## src/rtl/mash_pkg.sv

```systemverilog
package mash_pkg;
  localparam int OUT_W  = 4;
  localparam int NSTAGE = 3;
  typedef logic signed [OUT_W-1:0] mash_out_t;
endpackage

```

## src/rtl/mash_acc_stage.sv

```systemverilog
module mash_acc_stage #(
  parameter int W = 16
) (
  input  logic         clk,
  input  logic         rst,
  input  logic         adv,
  input  logic [W-1:0] x_i,
  output logic [W-1:0] sum_o,
  output logic         carry_o
);
  logic [W-1:0] acc_q;
  logic [W:0]   full_sum;

  // widened add: top bit is the wrap marker
  assign full_sum = {1'b0, acc_q} + {1'b0, x_i};
  assign sum_o    = full_sum[W-1:0];
  assign carry_o  = full_sum[W];

  always_ff @(posedge clk) begin
    if (rst)      acc_q <= '0;
    else if (adv) acc_q <= full_sum[W-1:0];
  end

  // a wrapped sum is always smaller than the addend, an unwrapped one never is
  p_wrap_r2: assert property (@(posedge clk) disable iff (rst)
    carry_o == (sum_o < x_i));

  p_freeze_r10: assert property (@(posedge clk) disable iff (rst)
    !adv |=> $stable(acc_q));
endmodule

```

## src/rtl/mash_recomb.sv

```systemverilog
module mash_recomb
  import mash_pkg::*;
(
  input  logic      clk,
  input  logic      rst,
  input  logic      adv,
  input  logic      c1_i,
  input  logic      c2_i,
  input  logic      c3_i,
  output mash_out_t y_o
);
  logic c2_d, c3_d, c3_dd;

  always_ff @(posedge clk) begin
    if (rst) begin
      c2_d  <= 1'b0;
      c3_d  <= 1'b0;
      c3_dd <= 1'b0;
    end else if (adv) begin
      c2_d  <= c2_i;
      c3_d  <= c3_i;
      c3_dd <= c3_d;
    end
  end

  // first-stage carry passes straight, second is differenced once,
  // third is differenced twice
  always_comb begin
    y_o = mash_out_t'({3'b000, c1_i})
        + mash_out_t'({3'b000, c2_i}) - mash_out_t'({3'b000, c2_d})
        + mash_out_t'({3'b000, c3_i}) - mash_out_t'({2'b00, c3_d, 1'b0})
        + mash_out_t'({3'b000, c3_dd});
  end

  p_range_r5: assert property (@(posedge clk) disable iff (rst)
    (y_o >= -3) && (y_o <= 4));

  // a negative value can only come from a remembered carry
  p_neg_src_r4: assert property (@(posedge clk) disable iff (rst)
    (y_o < 0) |-> (c2_d || c3_d));
endmodule

```

## src/rtl/mash111_dsm.sv

```systemverilog
module mash111_dsm
  import mash_pkg::*;
#(
  parameter int DATA_W = 16
) (
  input  logic              clk,
  input  logic              rst,
  input  logic              en,
  input  logic              in_valid,
  output logic              in_ready,
  input  logic [DATA_W-1:0] in_data,
  output logic              out_valid,
  input  logic              out_ready,
  output logic signed [3:0] out_data
);
  logic                adv;
  logic [DATA_W-1:0]   stage_x   [NSTAGE];
  logic [DATA_W-1:0]   stage_sum [NSTAGE];
  logic [NSTAGE-1:0]   carry;
  mash_out_t           y_next;

  assign in_ready = en && (!out_valid || out_ready);
  assign adv      = in_valid && in_ready;

  genvar gi;
  generate
    for (gi = 0; gi < NSTAGE; gi++) begin : g_stage
      if (gi == 0) begin : g_head
        assign stage_x[gi] = in_data;
      end else begin : g_chain
        assign stage_x[gi] = stage_sum[gi-1];
      end
      mash_acc_stage #(.W(DATA_W)) u_acc (
        .clk    (clk),
        .rst    (rst),
        .adv    (adv),
        .x_i    (stage_x[gi]),
        .sum_o  (stage_sum[gi]),
        .carry_o(carry[gi])
      );
    end
  endgenerate

  mash_recomb u_recomb (
    .clk (clk),
    .rst (rst),
    .adv (adv),
    .c1_i(carry[0]),
    .c2_i(carry[1]),
    .c3_i(carry[2]),
    .y_o (y_next)
  );

  always_ff @(posedge clk) begin
    if (rst) begin
      out_valid <= 1'b0;
      out_data  <= '0;
    end else if (adv) begin
      out_valid <= 1'b1;
      out_data  <= y_next;
    end else if (out_ready) begin
      out_valid <= 1'b0;
    end
  end

  p_reset_r1: assert property (@(posedge clk)
    rst |=> (!out_valid && out_data == 4'sd0));

  p_stall_hold_r8: assert property (@(posedge clk) disable iff (rst)
    (out_valid && !out_ready) |=> (out_valid && $stable(out_data)));

  p_drain_r9: assert property (@(posedge clk) disable iff (rst)
    (out_valid && out_ready && !in_valid) |=> !out_valid);

  p_en_hold_r10: assert property (@(posedge clk) disable iff (rst)
    !en |=> $stable(out_data));

  p_out_range_r5: assert property (@(posedge clk) disable iff (rst)
    (out_data >= -3) && (out_data <= 4));

  // third stage is fed by the second stage's updated word
  p_last_wrap_r3: assert property (@(posedge clk) disable iff (rst)
    carry[2] == (stage_sum[2] < stage_sum[1]));
endmodule

```

## config.mk

```make
export PLATFORM = sky130hd
export DESIGN_NAME = mash111_dsm
export DESIGN_NICKNAME = d
export VERILOG_FILES = /design/src/rtl/mash_pkg.sv /design/src/rtl/mash_acc_stage.sv /design/src/rtl/mash_recomb.sv /design/src/rtl/mash111_dsm.sv
export SDC_FILE = /design/constraint.sdc
export NUM_CORES = 1
export LEC_CHECK = 0
export BUFFER_PORTS_ARGS = -buffer_cell sky130_fd_sc_hd__buf_4
export CAP_MARGIN = 10
export CORE_UTILIZATION = 60
export CTS_CLUSTER_SIZE = 30
export DETAILED_ROUTE_END_ITERATION = 7
export PLACE_DENSITY = 0.79
export SETUP_SLACK_MARGIN = 0.02
export SYNTH_ARGS = -nofsm -noshare
export SYNTH_HDL_FRONTEND = slang
export SYNTH_SLANG_ARGS = --single-unit
```

## constraint.sdc

```tcl
create_clock -name clk -period 9.1 [get_ports clk]
set_clock_uncertainty 0.1 [all_clocks]
set_input_delay 1.365 -clock clk [delete_from_list [all_inputs] [get_ports clk]]
set_output_delay 1.365 -clock clk [all_outputs]
set_load 0.05 [all_outputs]
```

==> results.py <==
metrics = {
    "status": {
        "run_status": "completed",
    },
    "place": {
        "placed_cells_incl_taps": 637,
        "numPortBuffers": 26,
        "place_ws_ns": 1.22,
        "post-dp-hpwl_um": 7140,
        "globalplace.congestion": 0.960,
    },
    "setup_path": {
        "critPathKind": "input port to register",
        "largest_fanout_on_the_critical_path": 7,
        "crit_path_start_kind": "input port",
        "cp_data_required_time_ns": 9.23,
        "cells_on_worst_reg2reg_path": 26,
        "critical_path.endpoint_type": "register",
        "critPathArrivalTime_ns": 7.73,
    },
    "synth": {
        "ys_dominant_reg_cell": "dfxtp_1",
        "ys_top_cells_by_count": "69 x nand2_1, 56 x dfxtp_1, 54 x a21oi_1, 54 x ha_1, 24 x nor2_1",
        "synth_area_leaders": "dfxtp_1 25%, ha_1 15%, a21oi_1 6.1%",
        "yosysMostFrequentCell": "nand2_1",
        "synth_cell_types": 69,
        "synth_enable_flop_cells": 0,
        "netlist_instances": 539,
        "synth_fp_nets": 619,
        "ys_ff_latch": 56,
        "synthesis.area_um2": 4420,
        "post_synthesis_sequential_area_ratio": 0.253,
        "yosys_warnings": 0,
        "syn_area_per_cell_um2": 8.21,
        "post-synth-top-area-cell": "dfxtp_1",
        "async_reset_ff_frac": 0,
        "yosys.area.top_type_share": 0.253,
    },
    "grt": {
        "first_global_vias": 3708,
        "pin_count_of_the_biggest_net_entering_global_routing": 73,
        "total_global_routing_track_utilization": 0.277,
        "overflow": 0,
        "grt_first_pass_wirelength_um": 16900,
        "antenna_violations_before_repair": 0,
    },
    "hold_path": {
        "worstHoldPathCells": 2,
        "holdCritPathClass": "register to register",
    },
    "sta": {
        "hold_violations": 0,
        "final.setup.worst_slack_ns": 1.50,
        "slew_viol_final": 0,
        "setup_viol_count_final": 0,
        "fmax_mhz": 132,
        "tightest_slew_ns": 0.966,
        "setup_tns_ns": 0,
        "rsz0062_at_grt": "false",
        "layout_worst_path_cycle_share": 0.835,
        "post-route-min-period_ns": 7.60,
        "max_slew_margin": 0.355,
    },
    "routing": {
        "pre_repair_dr_iteration_count": 5,
        "vias_per_cell": 6.24,
        "detail_route.wl_per_cell_um": 15.6,
        "drcViolationCount": 0,
        "routed-via-count": 4023,
        "routed_wirelength_um": 10100,
        "dr.first_iter.drc_count": 300,
        "ant_nets": 0,
    },
    "cts": {
        "cts_hold_buffers": 0,
        "tritoncts": "yes",
        "ctsRootBufferMaster": "clkbuf_8",
        "cts_sinks": 56,
        "tritoncts.num_buffers": 5,
        "post_cts_buffers": 0,
        "count_of_h_tree_levels_built_during_cts": 2,
        "cts_repair_resizes": 0,
        "cts.path.max_buffers": 2,
        "worstSkewPairLatency_ns": 0.32,
        "clkSlewWorstSetupHoldPaths_ns": 0.10,
    },
    "layout": {
        "final-seq-area_um2": 1120,
        "n_fill_cell": 582,
        "layout.cells.non_filler": 645,
        "final_layout_size_suffix_gt1_frac": 0.0929,
        "diodes": 0,
        "nets": 628,
        "area_growth_pct": 7.47,
        "post-route-util": 0.685,
        "area_occupied_by_multi_input_gates_um2": 3150,
    },
    "die": {
        "die-width_um": 87.9,
        "ios": 27,
        "core_area_um2": 6940,
        "core.rowCount": 30,
        "floorplan.die.height_um": 87.9,
        "die-area_um2": 7720,
        "floorplan.initialDensity": 0.637,
    },
    "pwr": {
        "power_density_nw_per_um2": 199,
        "irDropWorstVdd_mv": 0.129,
        "report.power.total_uw": 944,
        "cellLeakagePower_nw": 2.13,
    },
    "job": {
        "cap_viol_max_count": 0,
    },
}
==> layout make-up <==
| type | instances | area share |
|---|---|---|
| multi-input cells | 442 | 0.662 |
| clock buffers | 6 | 0.0174 |
| flip-flops and latches | 56 | 0.236 |
| clock inverters | 2 | 0.00316 |
| repair buffers | 28 | 0.0442 |
| well taps | 96 | 0.0253 |
| inverters | 15 | 0.0118 |
==> kinds of logic after synthesis <==
logic type                 share of synthesized area
AOI/OAI and AO/OA                              0.273
xor gates and xnor gates                      0.0614
adders and majority gates                      0.175
buffers and inverters                         0.0354
DFF                                            0.253
muxes                                        0.00453
and+or+nand+nor                                0.197
==> state kept, by name, indices dropped and copies added (netlist names) <==
register	cells
out_data	4
out_valid	1
u_recomb.c3_dd	1
u_recomb.c3_d	1
g_stage.u_acc.acc_q	48
u_recomb.c2_d	1
==> path summary, 6_finish.rpt <==
kind / from / endpoint / slack, ns
setup / recovery: in_data[0] / out_data[2]$_SDFFE_PP0P_ / 1.50
hold / removal: out_data[1]$_SDFFE_PP0P_ / out_data[1]$_SDFFE_PP0P_ / 0.37
hold reg to reg: out_data[1]$_SDFFE_PP0P_ / out_data[1]$_SDFFE_PP0P_ / 0.37
setup reg to reg: g_stage[0].u_acc.acc_q[0]$_SDFFE_PP0P_ / out_data[2]$_SDFFE_PP0P_ / 2.33
==> through the flow <==
step / hold WS (ns) / instance area (µm²)
after global routing: 0.384 / 4750
after floorplan: 0.334 / 4420
final: 0.366 / 4750
after global placement: 0.345 / 4660
after detailed placement: 0.351 / 4660
after CTS: 0.365 / 4750
==> cells in the final DEF, fill, tap and decap left out, types with 14 or more instances in the layout <==
cell type  count
a21o_1        16
a21oi_1       54
and3_1        14
buf_4         28
dfxtp_1       56
ha_1          54
inv_1         15
nand2_1       68
nand3_1       18
nor2_1        24
o21ai_0       15
xnor2_1       22
==> critical path, cell delays in order <==
cell,delay [ns]
buf_4,0.11
ha_1,0.22
fa_1,0.40
a21o_1,0.22
a311oi_1,0.40
o21ai_1,0.15
a21oi_2,0.25
xnor2_1,0.15
ha_1,0.31
and2_1,0.20
a2111oi_0,0.52
nor2_1,0.10
a31oi_1,0.20
xnor2_1,0.17
ha_1,0.35
and2_1,0.24
a221o_1,0.36
a221o_1,0.35
a21oi_1,0.14
and2_1,0.17
ha_1,0.25
fa_1,0.40
inv_1,0.06
ha_1,0.13
inv_1,0.04
ha_1,0.26
a211oi_1,0.21
==> metal layers <==
layer	routed length [µm]	part of all wire	GRT usage	vias up
met5	0	0	0	-
met4	170	0.017	0.0820	0
met3	491	0.049	0.0339	14
met2	4610	0.46	0.471	123
met1	4790	0.48	0.366	1868
li1	-	-	-	2018
==> where the power goes <==
group	internal, mW	switching [mW]	total (mW)
Sequential	0.274	0.0172	0.291
Clock	0.0619	0.0875	0.149
Combinational	0.214	0.289	0.504
Power figures use the tool's default switching activity.
